`config.mk`:
```
export PLATFORM = sky130hd
export DESIGN_NAME = i2creg_target
export DESIGN_NICKNAME = d
export VERILOG_FILES = /design/src/rtl/i2cr_pkg.sv /design/src/rtl/i2cr_sync.sv /design/src/rtl/i2cr_ptr.sv /design/src/rtl/i2cr_fsm.sv /design/src/rtl/i2creg_target.sv
export SDC_FILE = /design/constraint.sdc
export NUM_CORES = 1
export LEC_CHECK = 0
export BUFFER_PORTS_ARGS = -buffer_cell sky130_fd_sc_hd__buf_2
export CAP_MARGIN = 20
export CORE_AREA = 4 4 104 106
export DETAILED_ROUTE_END_ITERATION = 6
export DIE_AREA = 0 0 108 110
export PLACE_DENSITY_LB_ADDON = 0.1
export SYNTH_ARGS = -nofsm -noshare
export SYNTH_HDL_FRONTEND = slang
export SYNTH_SLANG_ARGS = --single-unit
```
`constraint.sdc`:
```
create_clock -name clk -period 3.1 [get_ports clk]
set_clock_uncertainty 0.05 [all_clocks]
set_input_delay 0.155 -clock clk [delete_from_list [all_inputs] [get_ports clk]]
set_output_delay 0.155 -clock clk [all_outputs]
set_load 0.03 [all_outputs]
```
`src/rtl/i2cr_pkg.sv`:
```
package i2cr_pkg;

    typedef enum logic [3:0] {
        ST_IDLE,
        ST_DEVADDR,
        ST_DEVACK,
        ST_SUBADDR,
        ST_SUBACK,
        ST_WRDATA,
        ST_WRACK,
        ST_RDDATA,
        ST_RDACK
    } i2cr_state_e;

    // Synchronised bus view handed to the state machine
    typedef struct packed {
        logic sda;
        logic scl_rise;
        logic scl_fall;
        logic start;
        logic stop;
    } i2cr_line_t;

endpackage

```
`src/rtl/i2cr_sync.sv`:
```
module i2cr_sync
    import i2cr_pkg::*;
#(
    parameter int SYNC_STAGES = 2
) (
    input  logic       clk,
    input  logic       rst_n,
    input  logic       scl_raw,
    input  logic       sda_raw,
    output i2cr_line_t ln
);
    localparam int NLINES = 2;

    logic [NLINES-1:0] raw;
    logic [NLINES-1:0] cur;
    logic [NLINES-1:0] prv;

    assign raw = {scl_raw, sda_raw};

    // One synchroniser chain per bus line, plus one stage of history
    for (genvar g = 0; g < NLINES; g++) begin : g_line
        logic [SYNC_STAGES:0] chain;
        always_ff @(posedge clk or negedge rst_n) begin
            if (!rst_n) begin
                chain <= '1;
            end else begin
                chain <= {chain[SYNC_STAGES-1:0], raw[g]};
            end
        end
        assign cur[g] = chain[SYNC_STAGES-1];
        assign prv[g] = chain[SYNC_STAGES];
    end

    always_comb begin
        ln.sda      = cur[0];
        ln.scl_rise = cur[1] & ~prv[1];
        ln.scl_fall = ~cur[1] & prv[1];
        ln.start    = cur[1] & prv[1] & prv[0] & ~cur[0];
        ln.stop     = cur[1] & prv[1] & ~prv[0] & cur[0];
    end

endmodule

```
`src/rtl/i2cr_ptr.sv`:
```
module i2cr_ptr #(
    parameter int AW = 7,
    parameter int DW = 8
) (
    input  logic          clk,
    input  logic          rst_n,
    input  logic          load,
    input  logic [DW-1:0] load_val,
    input  logic          step,
    output logic [AW-1:0] ptr
);
    logic adv_en;

    always_ff @(posedge clk or negedge rst_n) begin
        if (!rst_n) begin
            ptr    <= '0;
            adv_en <= 1'b0;
        end else if (load) begin
            ptr    <= load_val[AW-1:0];
            adv_en <= load_val[DW-1];
        end else if (step && adv_en) begin
            ptr <= ptr + AW'(1);
        end
    end

endmodule

```
`src/rtl/i2cr_fsm.sv`:
```
module i2cr_fsm
    import i2cr_pkg::*;
#(
    parameter logic [6:0] DEV_ADDR = 7'h2A,
    parameter int         DW       = 8
) (
    input  logic          clk,
    input  logic          rst_n,
    input  i2cr_line_t    ln,
    input  logic          busy,
    input  logic [DW-1:0] rd_data,
    output logic          drive_low,
    output logic          hold_low,
    output logic          we,
    output logic [DW-1:0] wdata,
    output logic          ptr_load,
    output logic [DW-1:0] ptr_load_val,
    output logic          ptr_step
);
    localparam int CW = $clog2(DW + 1);

    i2cr_state_e   state, state_n;
    logic [DW-1:0] shreg;
    logic [CW-1:0] bitcnt;
    logic          rw;
    logic          mack;
    logic          byte_done;
    logic          addr_hit;
    logic [DW-1:0] rd_shift;

    assign byte_done    = (bitcnt == CW'(DW));
    assign addr_hit     = (shreg[DW-1 -: 7] == DEV_ADDR);
    assign rd_shift     = shreg << bitcnt;
    assign ptr_load     = (state == ST_SUBADDR) && ln.scl_fall && byte_done;
    assign ptr_load_val = shreg;
    assign ptr_step     = ((state == ST_WRACK) && ln.scl_fall) ||
                          ((state == ST_RDACK) && ln.scl_rise && !ln.sda);

    // Next-state logic
    always_comb begin
        state_n = state;
        if (ln.stop) begin
            state_n = ST_IDLE;
        end else if (ln.start) begin
            state_n = ST_DEVADDR;
        end else begin
            unique case (state)
                ST_IDLE:    state_n = ST_IDLE;
                ST_DEVADDR: if (ln.scl_fall && byte_done)
                                state_n = addr_hit ? ST_DEVACK : ST_IDLE;
                ST_DEVACK:  if (ln.scl_fall)
                                state_n = rw ? ST_RDDATA : ST_SUBADDR;
                ST_SUBADDR: if (ln.scl_fall && byte_done) state_n = ST_SUBACK;
                ST_SUBACK:  if (ln.scl_fall) state_n = ST_WRDATA;
                ST_WRDATA:  if (ln.scl_fall && byte_done) state_n = ST_WRACK;
                ST_WRACK:   if (ln.scl_fall) state_n = ST_WRDATA;
                ST_RDDATA:  if (ln.scl_fall && byte_done) state_n = ST_RDACK;
                ST_RDACK:   if (ln.scl_fall)
                                state_n = mack ? ST_RDDATA : ST_IDLE;
                default:    state_n = ST_IDLE;
            endcase
        end
    end

    // State register
    always_ff @(posedge clk or negedge rst_n) begin
        if (!rst_n) begin
            state <= ST_IDLE;
        end else begin
            state <= state_n;
        end
    end

    // Datapath and registered outputs
    always_ff @(posedge clk or negedge rst_n) begin
        if (!rst_n) begin
            shreg     <= '0;
            bitcnt    <= '0;
            rw        <= 1'b0;
            mack      <= 1'b0;
            drive_low <= 1'b0;
            hold_low  <= 1'b0;
            we        <= 1'b0;
            wdata     <= '0;
        end else begin
            we <= 1'b0;
            if (!busy) begin
                hold_low <= 1'b0;
            end else if (ln.scl_fall && state != ST_IDLE) begin
                hold_low <= 1'b1;
            end

            if (ln.start || ln.stop) begin
                bitcnt    <= '0;
                drive_low <= 1'b0;
            end else begin
                unique case (state)
                    ST_DEVADDR, ST_SUBADDR, ST_WRDATA: begin
                        if (ln.scl_rise && !byte_done) begin
                            shreg  <= {shreg[DW-2:0], ln.sda};
                            bitcnt <= bitcnt + CW'(1);
                        end
                        if (ln.scl_fall && byte_done) begin
                            bitcnt <= '0;
                            if (state == ST_DEVADDR) begin
                                rw        <= shreg[0];
                                drive_low <= addr_hit;
                            end else begin
                                drive_low <= 1'b1;
                            end
                            if (state == ST_WRDATA) begin
                                we    <= 1'b1;
                                wdata <= shreg;
                            end
                        end
                    end
                    ST_DEVACK: begin
                        if (ln.scl_fall) begin
                            bitcnt <= '0;
                            if (rw) begin
                                shreg     <= rd_data;
                                drive_low <= ~rd_data[DW-1];
                            end else begin
                                drive_low <= 1'b0;
                            end
                        end
                    end
                    ST_SUBACK, ST_WRACK: begin
                        if (ln.scl_fall) drive_low <= 1'b0;
                    end
                    ST_RDDATA: begin
                        if (ln.scl_rise && !byte_done) begin
                            bitcnt <= bitcnt + CW'(1);
                        end
                        if (ln.scl_fall) begin
                            if (byte_done) begin
                                drive_low <= 1'b0;
                            end else begin
                                drive_low <= ~rd_shift[DW-1];
                            end
                        end
                    end
                    ST_RDACK: begin
                        if (ln.scl_rise) mack <= ~ln.sda;
                        if (ln.scl_fall) begin
                            bitcnt <= '0;
                            if (mack) begin
                                shreg     <= rd_data;
                                drive_low <= ~rd_data[DW-1];
                            end else begin
                                drive_low <= 1'b0;
                            end
                        end
                    end
                    default: ;
                endcase
            end
        end
    end

endmodule

```
`src/rtl/i2creg_target.sv`:
```
module i2creg_target #(
    parameter logic [6:0] DEV_ADDR    = 7'h2A,
    parameter int         REG_AW      = 7,
    parameter int         DATA_W      = 8,
    parameter int         SYNC_STAGES = 2
) (
    input  logic              clk,
    input  logic              rst_n,
    input  logic              scl_in,
    input  logic              sda_in,
    input  logic              busy,
    output logic              sda_drive_low,
    output logic              scl_hold_low,
    output logic [REG_AW-1:0] rf_addr,
    output logic              rf_we,
    output logic [DATA_W-1:0] rf_wdata,
    input  logic [DATA_W-1:0] rf_rdata
);
    import i2cr_pkg::*;

    i2cr_line_t        ln;
    logic              ptr_load;
    logic              ptr_step;
    logic [DATA_W-1:0] ptr_load_val;

    i2cr_sync #(.SYNC_STAGES(SYNC_STAGES)) u_sync (
        .clk     (clk),
        .rst_n   (rst_n),
        .scl_raw (scl_in),
        .sda_raw (sda_in),
        .ln      (ln)
    );

    i2cr_fsm #(.DEV_ADDR(DEV_ADDR), .DW(DATA_W)) u_fsm (
        .clk          (clk),
        .rst_n        (rst_n),
        .ln           (ln),
        .busy         (busy),
        .rd_data      (rf_rdata),
        .drive_low    (sda_drive_low),
        .hold_low     (scl_hold_low),
        .we           (rf_we),
        .wdata        (rf_wdata),
        .ptr_load     (ptr_load),
        .ptr_load_val (ptr_load_val),
        .ptr_step     (ptr_step)
    );

    i2cr_ptr #(.AW(REG_AW), .DW(DATA_W)) u_ptr (
        .clk      (clk),
        .rst_n    (rst_n),
        .load     (ptr_load),
        .load_val (ptr_load_val),
        .step     (ptr_step),
        .ptr      (rf_addr)
    );

endmodule

```
Word level (Yosys, flattened, before mapping). Cells that the tools add are included.

Logic and storage cells: 130. Output and inout bits: 18. Register bits: 43.

Multiplexer cells: 43. Shift operators: 1. Reduce and logical (&&, ||, !) cells: 28. Bitwise gates (word level): 14. $add $sub $neg: 2. Eq/ne operators: 29.

Operators by type and width (number): $mux 4 (13); $mux 8 (5); $pmux 4 s7 (1); $ne 4x1->1 const B (6); $pmux 8 s3 (1); $eq 4x3->1 const B (4); $mux 1 (16); $ne 3x1->1 const B (5); $mux 7 (2); $reduce_and 7->1 (2); $ne 2x1->1 const B (6); $pmux 4 s3 (1); $logic_and 1x1->1 (9); $eq 4x2->1 const B (2); $eq 4x4->1 const B (2); $reduce_and 4->1 (2); $reduce_bool 4->1 (2); $shl 8x4->8 (1); $add 7x1->7 const B (1); $and 1x1->1 (7); $eq 7x6->1 const B (1); $not 1->1 (7); $mux 3 (2); $reduce_and 6->1 (1); other kinds (15) (18).

Logic depth before layout (Yosys ltp).
Word-level depth: 8. Gate-level depth with buffers: 8.

Modules after synthesis. A second synthesis with hierarchy kept.

Cells, all modules: 232. Area total of the unflattened synthesis: 2467.4 µm².

Modules (own cells, without submodules): i2cr_fsm (instances 1, seq. area each 725.7 µm², area each 1834.3 µm², cells an instance 173); i2cr_ptr (instances 1, seq. area each 200.2 µm², area each 435.4 µm², cells an instance 48); i2cr_sync (instances 1, seq. area each 157.7 µm², area each 197.7 µm², cells an instance 11).

Least setup slack after synthesis. Ideal clock, no wire load.

Kind: reg-to-reg. Start point: register u_sync.g_line[1].chain[2]. End point: register u_fsm.shreg[0] (netlist: u_fsm.ptr_load_val[0]). Slack: 0.985 ns. Arrival time: 1.938 ns. Cell stages (with the launch flop): 6. Setup time: 0.128 ns. Buffers on the path: 0. Clock period less this slack: 2.115 ns. Cells stage by stage: dfstp_2 or3b_1 or3b_1 a21oi_2 o211ai_4 mux2_1.

Word-level cells in the longest chain between the ends: 6. Elaborated cells on any way between the ends: 15. Those cells by class: eq/ne: 3; bitwise: 9; reduce/logical: 3.

RTL lines: start: declaration (line i2cr_sync.sv:22) `logic [SYNC_STAGES:0] chain;`; start signal: assignment (line i2cr_sync.sv:27) `chain <= {chain[SYNC_STAGES-1:0], raw[g]};`; $and 1x1->1 (line i2cr_sync.sv:38, i2cr_sync.sv:39); $and 1x1->1, on equally long branches (2 in series) (line i2cr_sync.sv:38, i2cr_sync.sv:39); $logic_or 1x1->1 (line i2cr_fsm.sv:93) `if (ln.start || ln.stop) begin`; $not 1->1 (no source line); $reduce_and 7->1 (no source line) (*); end signal: assignment (line i2cr_fsm.sv:100) `shreg <= {shreg[DW-2:0], ln.sda};`; end signal: assignment (line i2cr_fsm.sv:121) `shreg <= rd_data;`; end signal: assignment (line i2cr_fsm.sv:148) `shreg <= rd_data;`; end: declaration (line i2cr_fsm.sv:23) `logic [DW-1:0] shreg;`.

Every way passes the cells marked *; elsewhere a longest branch is shown, timed or not. A chain may end at the register's enable or synchronous reset.

Worst setup path after layout.
Start point: register u_fsm.state[0]. End point: register u_fsm.shreg[5] (netlist: u_fsm.ptr_load_val[5]).

Word-level cells in the longest chain between the ends: 4. Elaborated cells on any way between the ends: 14. Those cells by class: eq/ne: 10; mux: 1; reduce/logical: 3.

RTL lines: start: declaration (line i2cr_fsm.sv:22) `i2cr_state_e state, state_n;`; start signal: assignment (line i2cr_fsm.sv:70) `state <= state_n;`; $eq 4x3->1, or another cell as far along (line i2cr_fsm.sv:97) `unique case (state)`; $reduce_or 3->1 (line i2cr_fsm.sv:97); $ne 2x1->1 (no source line) / $reduce_bool 3->1 (equally long branches); $reduce_and 7->1 (no source line).

Parallel ways exist; a longest one is shown, timed or not.

==> results.cfg <==
[placement]
gp_congestion = 0.773
dp_slack_ps = 687
placedCellCount = 386
io_buffer_count = 30
place_hpwl_mm = 4.71

[timing]
remaining_max_slew_budget_at_the_tightest_pin = 0.572
setup_slack_ps = 680
finalCriticalPeriod_ps = 2420
hold_viol = 0
rsz0062_at_grt = no
max_slew.worst_pin.slew_ps = 633
timing.final.crit_share = 0.781
fmax_ghz = 0.413
fin_tns_setup_ps = 0
drv_slew = 0
final-setup-viol-count = 0

[synthesis]
synth-seq-cells = 43
synth_top_family_by_area = simple AND/OR/NAND/NOR gates
postSynthAreaPerCell_um2 = 10.7
synth_top_area_share = 0.381
mappedNetlistNets = 244
synth-adder-area-share = 0.0155
synth_ff_type = dfrtp_1
netlist-cell-type-count = 58
post_synth_most_frequent_cells = dfrtp_1, mux2_2, nor2_1, nand2_1
synth-warning-count = 0
synthesis.instances = 228
yosysTopAreaCell = dfrtp_1
synth-edff-count = 0
async_flop_share = 1.00
sequential_share_of_the_synthesized_area = 0.446
synthesis.area_mm2 = 0.00243
synth_mux_area_frac = 0.156
compound_gate_fraction_of_synth_area = 0.140
synthMostInstantiatedCell = dfrtp_1
synth_area_in_xor_xnor = 0.0180
synth_simple_gate_area_frac = 0.195
synth_top_cells_by_area = dfrtp_1, mux2_2, dfstp_2

[cts]
cts_inserted_buffers = 5
cts.repair_timing.setup_buffer_count = 0
path_clk_slew_ps = 90
clock-sinks = 43
cts_tree = yes
clk_path_buf_depth = 2
cts_resized = 0
clk-insertion-delay-late_ps = 300
cts-hold-fix-buffers = 3
cell_at_the_root_of_the_clock_tree = clkbuf_8
h-tree-depth = 2

[critical_path]
worst_setup_path_start_kind = flip-flop
required_ps = 3230
timing.reg2reg.setup_slack_ps = 680
crit_path_max_fanout = 20
cp.arrival_ps = 2550
setup.worst_path.class = reg2reg
worst_setup_end_kind = flip-flop

[final_layout]
post_route_cells_drive_above_1_share = 0.288
flow.area_growth_from_synthesis_pct = 19.2
num-nets-final = 279
antenna-diode-count = 0
final_core_utilization = 0.296
layout_cells_excl_fill = 397

[global_route]
grt_use_total = 0.122
initial_antenna_violation_count = 0
first_global_vias = 2000
globalRoute.totalOverflow = 0
grt_pass1_wl_mm = 11.1
grt_max_degree = 25

[pwr]
share_clk_of_total_power = 0.254
p_switching_w = 0.000686
irDropWorstVdd_mv = 0.240
total_leakage_power_nw = 1.27
powerDensity_mw_per_mm2 = 656
swShare = 0.361
comb_power_share = 0.284
power.share.sequential = 0.462
internal-power_w = 0.00121

[floorplan]
num_rows = 36
design.core.area_mm2 = 0.00977
floorplan.initialDensity = 0.248
io-pin-count = 31
dieArea_mm2 = 0.0119
fp.dieW_um = 108
die_height_um = 110

[worst_hold_path]
hold_class = in2reg

[detailed_routing]
first_drt_iteration_drcs = 66
wirelength_mm = 6.62
drt-vias-per-instance = 4.73
num_vias = 1877
dr_wl_cell_um = 16.7
detailedRoute.firstPassIterationCount = 4
antenna_violating_nets_post_route = 0
drcViolationCount = 0

[status]
outcome = complete, no violations

[run]
drv.max_cap_violation_count = 0
==> through the flow <==
step	hold slack, ps	instance area [µm²]	power, W
6_report	17.9	2890	0.00190
5_1_grt	3.12	2890	0.00205
4_1_cts	5.12	2890	0.00194
3_5_place_dp	120	2740	0.00144
3_3_place_gp	112	2740	0.00145
2_1_floorplan	-191	2430	0.00124
==> logic make-up (layout without fill, tap and decap cells) <==
kind of cell / after synthesis / after routing
adder cells (fa/ha/maj): 3 / 3
multiplexers: 32 / 32
XOR/XNOR: 5 / 5
AND/OR/NAND/NOR: 80 / 80
buffers and inverters: 17 / 53
AO/OA/AOI/OAI: 48 / 48
flip-flops: 43 / 43
==> layout by cell type, fill, tap and decap left out, types with 7 or more instances in the layout <==
| cell | count |
|---|---|
| mux2_2 | 19 |
| dfrtp_1 | 37 |
| o21ai_0 | 8 |
| buf_2 | 30 |
| nor2b_1 | 7 |
| nand2_1 | 13 |
| mux2_1 | 8 |
| a21oi_1 | 7 |
| nor2_1 | 17 |
==> flip-flops by register name (all words and copies together) (netlist names), 4 cells and up <==
name / count
u_fsm.bitcnt: 4
u_fsm.ptr_load_val: 8
u_fsm.state: 4
u_fsm.wdata: 8
u_ptr.ptr: 7
u_sync.g_line.chain: 6
==> critical path, stage by stage, from the launching register on <==
cell and delay (ps):
dfrtp_1 620, or3b_1 500, or3b_1 410, a21oi_2 190
o211ai_4 170, mux2_1 360
==> path summary, 6_finish.rpt <==
path | cells after the start | endpoint | start
worst max-delay path | 5 | u_fsm.ptr_load_val[5]$_DFFE_PN0P_ | u_fsm.state[0]$_DFFE_PN0P_
worst min-delay path | 2 | u_fsm.hold_low$_DFFE_PN0P_ | busy
worst max register to register | 5 | u_fsm.ptr_load_val[5]$_DFFE_PN0P_ | u_fsm.state[0]$_DFFE_PN0P_
worst min register to register | 0 | u_sync.g_line[1].chain[1]$_DFF_PN1_ | u_sync.g_line[1].chain[0]$_DFF_PN1_
max in group asynchronous | 3 | u_sync.g_line[1].chain[2]$_DFF_PN1_ | rst_n
min in group asynchronous | 2 | u_fsm.state[1]$_DFFE_PN0P_ | rst_n
==> metal layers <==
metal / wire length [µm] / global-route usage
met5: 0 / 0
met4: 95 / 0.0370
met3: 264 / 0.0227
met2: 3110 / 0.190
met1: 3150 / 0.172
==> power groups by stage <==
stage | clock [W] | combinational, W | sequential (W)
finish | 0.000483 | 0.000539 | 0.000878
global route | 0.000532 | 0.000605 | 0.000911
CTS | 0.000513 | 0.000544 | 0.000886
detailed placement | 0 | 0.000540 | 0.000897
global placement | 0 | 0.000545 | 0.000902
floorplan | 0 | 0.000441 | 0.000795
==> layout make-up <==
class / count / area [µm²]
Tap cell: 133 / 166
Multi-Input combinational cell: 168 / 1270
Clock inverter: 2 / 38.8
Clock buffer: 6 / 82.6
Sequential cell: 43 / 1080
Fill cell: 1033 / 6880
Inverter: 6 / 22.5
Timing Repair Buffer: 39 / 225
Note: power is estimated with default switching activity, not from simulation.
